==> src/rtl/i2c_irq_pkg.sv <==
package i2c_irq_pkg;
  localparam int NFLAG  = 6;
  localparam int ADDR_W = 3;
  localparam int B_RX   = 0;
  localparam int B_TX   = 1;
  localparam int B_STT  = 2;
  localparam int B_STP  = 3;
  localparam int B_ARB  = 4;
  localparam int B_NACK = 5;

  typedef logic [NFLAG-1:0] flag_vec_t;

  localparam logic [ADDR_W-1:0] A_EN   = 3'd0;
  localparam logic [ADDR_W-1:0] A_FLAG = 3'd1;
  localparam logic [ADDR_W-1:0] A_RXB  = 3'd2;
  localparam logic [ADDR_W-1:0] A_TXB  = 3'd3;
  localparam logic [ADDR_W-1:0] A_VEC  = 3'd4;

  // Priority chain: first pending source wins, code is 2 * (rank + 1).
  function automatic logic [3:0] vec_code(input flag_vec_t pend);
    if      (pend[B_ARB])  return 4'h2;
    else if (pend[B_NACK]) return 4'h4;
    else if (pend[B_STT])  return 4'h6;
    else if (pend[B_STP])  return 4'h8;
    else if (pend[B_RX])   return 4'hA;
    else if (pend[B_TX])   return 4'hC;
    else                   return 4'h0;
  endfunction

  // Turn a code back into the one flag it names.
  function automatic flag_vec_t code_to_flag(input logic [3:0] code);
    flag_vec_t f;
    f = '0;
    case (code)
      4'h2: f[B_ARB]  = 1'b1;
      4'h4: f[B_NACK] = 1'b1;
      4'h6: f[B_STT]  = 1'b1;
      4'h8: f[B_STP]  = 1'b1;
      4'hA: f[B_RX]   = 1'b1;
      4'hC: f[B_TX]   = 1'b1;
      default: f = '0;
    endcase
    return f;
  endfunction
endpackage

==> src/rtl/i2c_irq_flag_cell.sv <==
module i2c_irq_flag_cell #(
  parameter logic RST_VAL = 1'b0
) (
  input  logic clk,
  input  logic rst_n,
  input  logic hw_set,
  input  logic sw_wr,
  input  logic sw_val,
  input  logic clr,
  output logic q
);
  logic q_nxt;

  always_comb begin
    if (hw_set)     q_nxt = 1'b1;
    else if (sw_wr) q_nxt = sw_val;
    else if (clr)   q_nxt = 1'b0;
    else            q_nxt = q;
  end

  always_ff @(posedge clk) begin
    if (!rst_n) q <= RST_VAL;
    else        q <= q_nxt;
  end


  set_wins_chk: assert property (@(posedge clk) disable iff (!rst_n)
    hw_set |=> q);

  sw_over_clr_chk: assert property (@(posedge clk) disable iff (!rst_n)
    (sw_wr && !hw_set) |=> (q == $past(sw_val)));

  clr_takes_chk: assert property (@(posedge clk) disable iff (!rst_n)
    (clr && !hw_set && !sw_wr) |=> !q);
endmodule

==> src/rtl/i2c_irq_prio_enc.sv <==
module i2c_irq_prio_enc
  import i2c_irq_pkg::*;
#(
  parameter int DATA_W = 8
) (
  input  logic              clk,
  input  logic              rst_n,
  input  flag_vec_t         pend,
  output logic [DATA_W-1:0] vec,
  output flag_vec_t         hit
);
  logic [3:0] code;

  always_comb begin
    code = vec_code(pend);
    hit  = code_to_flag(code);
    vec  = DATA_W'(code);
  end


  one_source_chk: assert property (@(posedge clk) disable iff (!rst_n)
    $onehot0(hit));

  hit_pending_chk: assert property (@(posedge clk) disable iff (!rst_n)
    ((hit & ~pend) == '0) && ((pend != '0) == (hit != '0)));
endmodule

==> src/rtl/i2c_irq_vec_unit.sv <==
module i2c_irq_vec_unit
  import i2c_irq_pkg::*;
#(
  parameter int DATA_W = 8
) (
  input  logic              clk,
  input  logic              rst_n,
  input  logic              ev_arb,
  input  logic              ev_nack,
  input  logic              ev_start,
  input  logic              ev_stop,
  input  logic              ev_rx_done,
  input  logic [DATA_W-1:0] eng_rx_byte,
  input  logic              ev_tx_taken,
  output logic [DATA_W-1:0] tx_byte,
  input  logic [2:0]        reg_addr,
  input  logic              reg_wr,
  input  logic              reg_rd,
  input  logic [DATA_W-1:0] reg_wdata,
  output logic [DATA_W-1:0] reg_rdata,
  output logic              irq,
  output logic [DATA_W-1:0] irq_vec
);
  localparam int PAD_W = DATA_W - NFLAG;

  flag_vec_t         en_q, flags, pend, hit;
  flag_vec_t         set_v, clr_v;
  logic [DATA_W-1:0] rx_buf_q, tx_buf_q;

  // Named access strobes, visible to the assertions.
  logic wr_en, wr_flag, wr_txb, rd_rxb, rd_vec;

  assign wr_en   = reg_wr && (reg_addr == A_EN);
  assign wr_flag = reg_wr && (reg_addr == A_FLAG);
  assign wr_txb  = reg_wr && (reg_addr == A_TXB);
  assign rd_rxb  = reg_rd && (reg_addr == A_RXB);
  assign rd_vec  = reg_rd && (reg_addr == A_VEC);

  always_ff @(posedge clk) begin
    if (!rst_n) begin
      en_q     <= '0;
      rx_buf_q <= '0;
      tx_buf_q <= '0;
    end else begin
      if (wr_en)      en_q     <= reg_wdata[NFLAG-1:0];
      if (ev_rx_done) rx_buf_q <= eng_rx_byte;
      if (wr_txb)     tx_buf_q <= reg_wdata;
    end
  end

  always_comb begin
    set_v         = '0;
    set_v[B_ARB]  = ev_arb;
    set_v[B_NACK] = ev_nack;
    set_v[B_STT]  = ev_start;
    set_v[B_STP]  = ev_stop;
    set_v[B_RX]   = ev_rx_done;
    set_v[B_TX]   = ev_tx_taken;

    clr_v         = rd_vec ? hit : '0;
    clr_v[B_NACK] = clr_v[B_NACK] | ev_start;
    clr_v[B_STP]  = clr_v[B_STP]  | ev_start;
    clr_v[B_STT]  = clr_v[B_STT]  | ev_stop;
    clr_v[B_RX]   = clr_v[B_RX]   | rd_rxb;
    clr_v[B_TX]   = clr_v[B_TX]   | wr_txb;
  end

  for (genvar i = 0; i < NFLAG; i++) begin : g_flag
    i2c_irq_flag_cell #(.RST_VAL(i == B_TX)) cell_i (
      .clk    (clk),
      .rst_n  (rst_n),
      .hw_set (set_v[i]),
      .sw_wr  (wr_flag),
      .sw_val (reg_wdata[i]),
      .clr    (clr_v[i]),
      .q      (flags[i])
    );
  end

  assign pend = flags & en_q;
  assign irq  = |pend;

  i2c_irq_prio_enc #(.DATA_W(DATA_W)) enc_i (
    .clk   (clk),
    .rst_n (rst_n),
    .pend  (pend),
    .vec   (irq_vec),
    .hit   (hit)
  );

  assign tx_byte = tx_buf_q;

  always_comb begin
    case (reg_addr)
      A_EN:    reg_rdata = {{PAD_W{1'b0}}, en_q};
      A_FLAG:  reg_rdata = {{PAD_W{1'b0}}, flags};
      A_RXB:   reg_rdata = rx_buf_q;
      A_TXB:   reg_rdata = tx_buf_q;
      A_VEC:   reg_rdata = irq_vec;
      default: reg_rdata = '0;
    endcase
  end


  irq_vec_agree_chk: assert property (@(posedge clk) disable iff (!rst_n)
    irq == (irq_vec != '0));

  start_drops_nack_chk: assert property (@(posedge clk) disable iff (!rst_n)
    (ev_start && !ev_nack && !wr_flag) |=> !flags[B_NACK]);

  rx_read_drops_chk: assert property (@(posedge clk) disable iff (!rst_n)
    (rd_rxb && !ev_rx_done && !wr_flag) |=> !flags[B_RX]);

  tx_byte_load_chk: assert property (@(posedge clk) disable iff (!rst_n)
    wr_txb |=> (tx_byte == $past(reg_wdata)));
endmodule

==> config.mk <==
export PLATFORM = sky130hd
export DESIGN_NAME = i2c_irq_vec_unit
export DESIGN_NICKNAME = d
export VERILOG_FILES = /design/src/rtl/i2c_irq_pkg.sv /design/src/rtl/i2c_irq_flag_cell.sv /design/src/rtl/i2c_irq_prio_enc.sv /design/src/rtl/i2c_irq_vec_unit.sv
export SDC_FILE = /design/constraint.sdc
export NUM_CORES = 1
export LEC_CHECK = 0
export BUFFER_PORTS_ARGS = -buffer_cell sky130_fd_sc_hd__buf_2
export CAP_MARGIN = 20
export CORE_MARGIN = 5
export CORE_UTILIZATION = 52
export CTS_CLUSTER_DIAMETER = 200
export DETAILED_ROUTE_END_ITERATION = 6
export PLACE_DENSITY = 0.8
export SLEW_MARGIN = 0
export SYNTH_ARGS = -nofsm -noshare
export SYNTH_HDL_FRONTEND = slang
export SYNTH_SLANG_ARGS = --single-unit
==> constraint.sdc <==
create_clock -name clk -period 3.1 [get_ports clk]
set_clock_uncertainty 0.2 [all_clocks]
set_input_delay 0.62 -clock clk [delete_from_list [all_inputs] [get_ports clk]]
set_output_delay 0.62 -clock clk [all_outputs]
set_load 0.02 [all_outputs]
==> impl_metrics.toml, run 1 <==
[run_status]
status = "completed"

[die]
std_cell_rows = 19
core-area_um2 = 2760
die_area_um2 = 4030
initial_core_util_pct = 53.9
die_w_um = 63.5
die_y_um = 63.5
ioPinCount = 54

[worst_setup_path]
crit_path_cell_trace = "buf_2 > mux4_1 > nor2b_1 > a31o_1 > buf_2"
worst_r2r_path_depth = 4
cp-end-kind = "output port"
path_class = "primary input to output port"
cpMostUsedCell = "buf_2"
cp_data_arrival_time_ns = 1.97
critPathSlowestCell = "mux4_1"
r2r_slack_ns = 1.60
reg2reg_to = "g_flag[1].cell_i.q$_SDFFE_PP1P_"
cpPeakStageDelay_ns = 0.58
worstPathRequired_ns = 2.28
reg2reg_from = "en_q[2]$_SDFFE_PN0P_"
crit_path_max_fanout = 13
worstSetupStartpointType = "primary input"

[routing]
drc_errors = 0
vias = 1392
dr.first_iter.drc_count = 93
ant_nets = 0
routed_wl_mm = 3.75
wl_per_cell_um = 15.6
dr.pass1.iters = 4
via_per_inst = 5.78

[finish]
syn_to_final_growth_pct = 18.0
layout_common_cells = "buf_2, dfxtp_1, nand2_1"
instances_no_fill = 241
n_antenna_cell = 0
nets = 240
fillers = 246
drive_above_1_share_pct = 28.1
layout_commonest_cell = "buf_2"

[global_routing]
grt_pass1_wl_mm = 6.11
gr-total-overflow = 0
grtUsageMet2_pct = 30.1
busiest_layer = "met2"
use_met1_pct = 23.7
grt_max_degree = 18
grt_pass1_vias = 1388
antenna_found_initial = 0
grt_use_met3_pct = 3.37
track_usage_pct = 18.4

[timing]
period_minus_slack_ns = 2.79
max_freq_mhz = 358
final_hold_viol_count = 0
setup_viol = 0
worst_slack_ns = 0.306
fin_setup_tns_ns = 0
relSlewSlack_pct = 55.0
worst_slew_pin_slew_ns = 0.673
maxSlewViolCount = 0
post-route-period-util_pct = 90.1
rsz0062_at_grt = "no"

[cts]
cts_tree = "yes"
clk-insertion-delay-late_ns = 0.32
cts-root-buf = "clkbuf_4"
cts_setup_buffers = 0
numCtsBuffers = 3
cts_resized = 0
h-tree-depth = 1
clock_path_buffers = 2
holdBufCountCts = 0
cts_num_sinks = 28
path_clk_slew_ns = 0.14

[synth]
synth_top_area_share_pct = 37.7
syn_area_um2 = 1490
ys_ff_latch = 28
yosysTopAreaCell = "dfxtp_1"
synth.distinct_cells = 34
yosysWarnings = 0
syn_avg_cell_area_um2 = 9.02
synthFlopType = "dfxtp_1"
synth_edf_count = 0
synthCells = 165
synth_area_leaders = "dfxtp_1, mux2i_1, mux4_2"
synthArstFlopShare_pct = 0
seq_area_frac_synth_pct = 37.7

[run]
cap_viol_max_count = 0

[min_path]
min_path_type = "flop to flop"
holdPathStages = 2
hp-start = "tx_byte[3]$_SDFFE_PN0P_"
min_delay_worst_endpoint = "tx_byte[3]$_SDFFE_PN0P_"

[placed_design]
dp_hpwl_mm = 2.90
dp_slack_ns = 0.297
portBuffers = 48
gp_routability_congestion = 0.853
placed_cells = 237

[power]
leakagePower_nw = 0.793
power_density_nw_per_um2 = 392
vdd_ir_drop_max_mv = 0.332
[cells by family after synthesis]
kind of cell	count (synthesis)	share of synthesized area, %
simple gates	67	22.6
other cells	1	0.252
flops	28	37.7
mux	22	20.4
compound gates	30	12.9
buf+inv	17	6.22
[how the worst max path moves through the flow]
stage,start,to,slack [ns],depth (start not counted)
2_1_floorplan,g_flag[3].cell_i.q$_SDFFE_PN0P_,reg_rdata[2],0.68,4
3_3_place_gp,reg_addr[1],reg_rdata[2],0.31,5
3_5_place_dp,reg_addr[1],reg_rdata[3],0.30,5
4_1_cts,reg_addr[1],reg_rdata[2],0.30,5
5_1_grt,reg_addr[1],reg_rdata[2],0.22,5
6_report,reg_addr[1],reg_rdata[2],0.31,5
[routing by layer]
metal,vias up,share of wire (%)
li1,673,-
met1,645,40
met2,66,49
met3,8,9.2
met4,0,1.9
met5,-,0
[cell type report]
| class | count | area, µm² | share of cell area, % |
|---|---|---|---|
| Timing Repair Buffer | 50 | 255 | 14.5 |
| Tap cell | 31 | 38.8 | 2.21 |
| Inverter | 4 | 15.0 | 0.855 |
| Multi-Input combinational cell | 124 | 850 | 48.4 |
| Sequential cell | 28 | 561 | 31.9 |
| Clock buffer | 4 | 36.3 | 2.07 |
[registers in the layout (all words and copies together), names as in the netlist]
signal,flops
g_flag.cell_i.q,6
tx_byte,8
en_q,6
rx_buf_q,8
[cells in the mapped netlist, types with 2 or more instances]
master / n
mux4_1: 2
mux2i_1: 16
o22ai_1: 2
a21boi_0: 2
a221oi_1: 3
nand2_1: 24
nor2b_1: 5
o21ai_1: 2
clkbuf_1: 4
a21oi_1: 14
nor2_1: 23
a31o_1: 2
nor3b_1: 2
nand4_1: 3
nor4bb_1: 2
mux4_2: 4
buf_2: 2
nand3_1: 2
o211ai_1: 2
inv_1: 3
buf_4: 5
dfxtp_1: 28
a22oi_1: 2
[power breakdown]
part / switching (W) / internal (W) / leakage [nW]
clock: 0.000105 / 0.0000718 / 0.0210
combinational: 0.0000687 / 0.0000540 / 0.543
sequential: 0.0000123 / 0.000376 / 0.229
[stage by stage]
step                      util (%)  area, µm²  hold WS, ns  power, W
after floorplan                  -       1500        0.251  0.000478
after global placement        62.3       1720        0.257  0.000513
after detailed placement      62.3       1720        0.260  0.000518
after CTS                     63.7       1760        0.275  0.000692
after global routing          63.7       1760        0.279  0.000725
final                         63.7       1760        0.278  0.000687
[worst max-delay path: cells and delay by family]
kind            cells  cell delay [ns]
buf+inv             2             0.45
compound gates      1             0.18
simple gates        1             0.14
mux                 1             0.58
Note: power is estimated with default switching activity, not from simulation.
==> run 2: changes to the inputs <==
ABC_AREA = 0   (was default)
BUFFER_PORTS_ARGS = default   (was -buffer_cell sky130_fd_sc_hd__buf_2)
CORE_UTILIZATION = 60   (was 52)
DONT_BUFFER_PORTS = 1   (was default)
PLACE_DENSITY = 0.73   (was 0.8)
==> impl_metrics.toml, run 2 (same netlist as run 1, synthesis figures left out) <==
[timing]
fin_setup_tns_ns = 0
max_freq_mhz = 381
maxSlewViolCount = 0
final_hold_viol_count = 0
worst_slew_pin_slew_ns = 0.662
rsz0062_at_grt = "no"
setup_viol = 0
post-route-period-util_pct = 84.7
period_minus_slack_ns = 2.63
relSlewSlack_pct = 55.7

[cts]
cts_resized = 0
cts_num_sinks = 28
path_clk_slew_ns = 0.14
numCtsBuffers = 3
holdBufCountCts = 0
clk-insertion-delay-late_ns = 0.33
cts-root-buf = "clkbuf_4"
cts_setup_buffers = 0
h-tree-depth = 1
clock_path_buffers = 2
cts_tree = "yes"

[global_routing]
grt_pass1_vias = 1209
use_met1_pct = 27.5
track_usage_pct = 22.4
grt_use_met3_pct = 6.05
grt_pass1_wl_mm = 5.89
antenna_found_initial = 0
grtUsageMet2_pct = 36.3
busiest_layer = "met2"
grt_max_degree = 20
gr-total-overflow = 0

[min_path]
min_path_type = "primary input to flop"

[worst_setup_path]
path_buf_inv = 1
cpPeakStageDelay_ns = 0.38
crit_path_cell_trace = "a22oi_1 > nand3_1 > a21boi_0 > buf_4 > a31o_1"
worstPathRequired_ns = 2.28
cp-end-kind = "output port"
path_class = "flop to output port"
cp_data_arrival_time_ns = 1.81
crit_path_max_fanout = 5
worstSetupStartpointType = "flop"
crit_family = "compound AO/OA/AOI/OAI gates"
critPathSlowestCell = "dfxtp_1"

[die]
die_w_um = 59.8
initial_core_util_pct = 61.2
core-area_um2 = 2430
std_cell_rows = 18
ioPinCount = 54
die_area_um2 = 3580
die_y_um = 59.8

[routing]
dr.first_iter.drc_count = 66
ant_nets = 0
vias = 1259
wl_per_cell_um = 19.8
drc_errors = 0
via_per_inst = 6.52
dr.pass1.iters = 4
routed_wl_mm = 3.81

[power]
vdd_ir_drop_max_mv = 0.391
power_density_nw_per_um2 = 412
leakagePower_nw = 0.578

[finish]
nets = 194
n_antenna_cell = 0
drive_above_1_share_pct = 7.36
layout_common_cells = "dfxtp_1, nand2_1, nor2_1"
fin_util_pct = 62.3
syn_to_final_growth_pct = 1.85
layout_commonest_cell = "dfxtp_1"

[run]
cap_viol_max_count = 0

[placed_design]
portBuffers = 0
gp_routability_congestion = 0.898
dp_hpwl_mm = 2.90

[run_status]
status = "completed"
[run 2: changes by cell type in the layout (fill, tap and decap cells not counted), sizes merged]
cell,change
buf,-46
clkbuf,-1
[run 2: report_power, final]
part	total (W)	switching [W]	internal, W	leakage (nW)
sequential	0.000392	0.0000165	0.000375	0.229
combinational	0.0000812	0.0000431	0.0000381	0.334
clock	0.000151	0.000105	0.0000458	0.0138
[run 2: layer usage]
| layer | up-vias | routed length (µm) | share of wire (%) |
|---|---|---|---|
| met3 | 7 | 354 | 9.3 |
| met2 | 59 | 1830 | 48 |
| met1 | 607 | 1550 | 41 |
| li1 | 586 | - | - |
| met4 | 0 | 81 | 2.1 |
| met5 | - | 0 | 0 |
[run 2: area by class of cell]
class / count / area [µm²]
Fill cell: 226 / 917
Multi-Input combinational cell: 124 / 850
Sequential cell: 28 / 561
Tap cell: 30 / 37.5
Timing Repair Buffer: 4 / 30.0
Clock buffer: 3 / 22.5
Inverter: 4 / 15.0
[run 2: path summary, 6_finish.rpt]
kind,from,to,slack (ns),depth (start not counted)
setup / recovery,en_q[0]$_SDFFE_PN0P_,reg_rdata[2],0.47,5
hold / removal,rst_n,g_flag[1].cell_i.q$_SDFFE_PP1P_,0.17,1
setup reg to reg,g_flag[2].cell_i.q$_SDFFE_PN0P_,g_flag[1].cell_i.q$_SDFFE_PP1P_,1.62,4
hold reg to reg,rx_buf_q[6]$_SDFFE_PN0P_,rx_buf_q[6]$_SDFFE_PN0P_,0.32,2
[run 2: worst register-to-register path, stage by stage (launching register included)]
cell and delay, ns:
dfxtp_1 0.37, a22oi_1 0.35, nand3_1 0.15, o211ai_1 0.20, nand4b_1 0.11
[run 2: per-stage QoR]
stage | worst slack, ns | instances | power (W) | hold WS (ns) | instance area (µm²)
finish | 0.473 | 193 | 0.000624 | 0.165 | 1520
CTS | 0.476 | 193 | 0.000626 | 0.155 | 1520
global route | 0.380 | 193 | 0.000652 | 0.164 | 1520
detailed placement | 0.752 | 190 | 0.000481 | 0.293 | 1490
global placement | 0.754 | 190 | 0.000477 | 0.275 | 1490
floorplan | 0.678 | 169 | 0.000478 | 0.251 | 1500
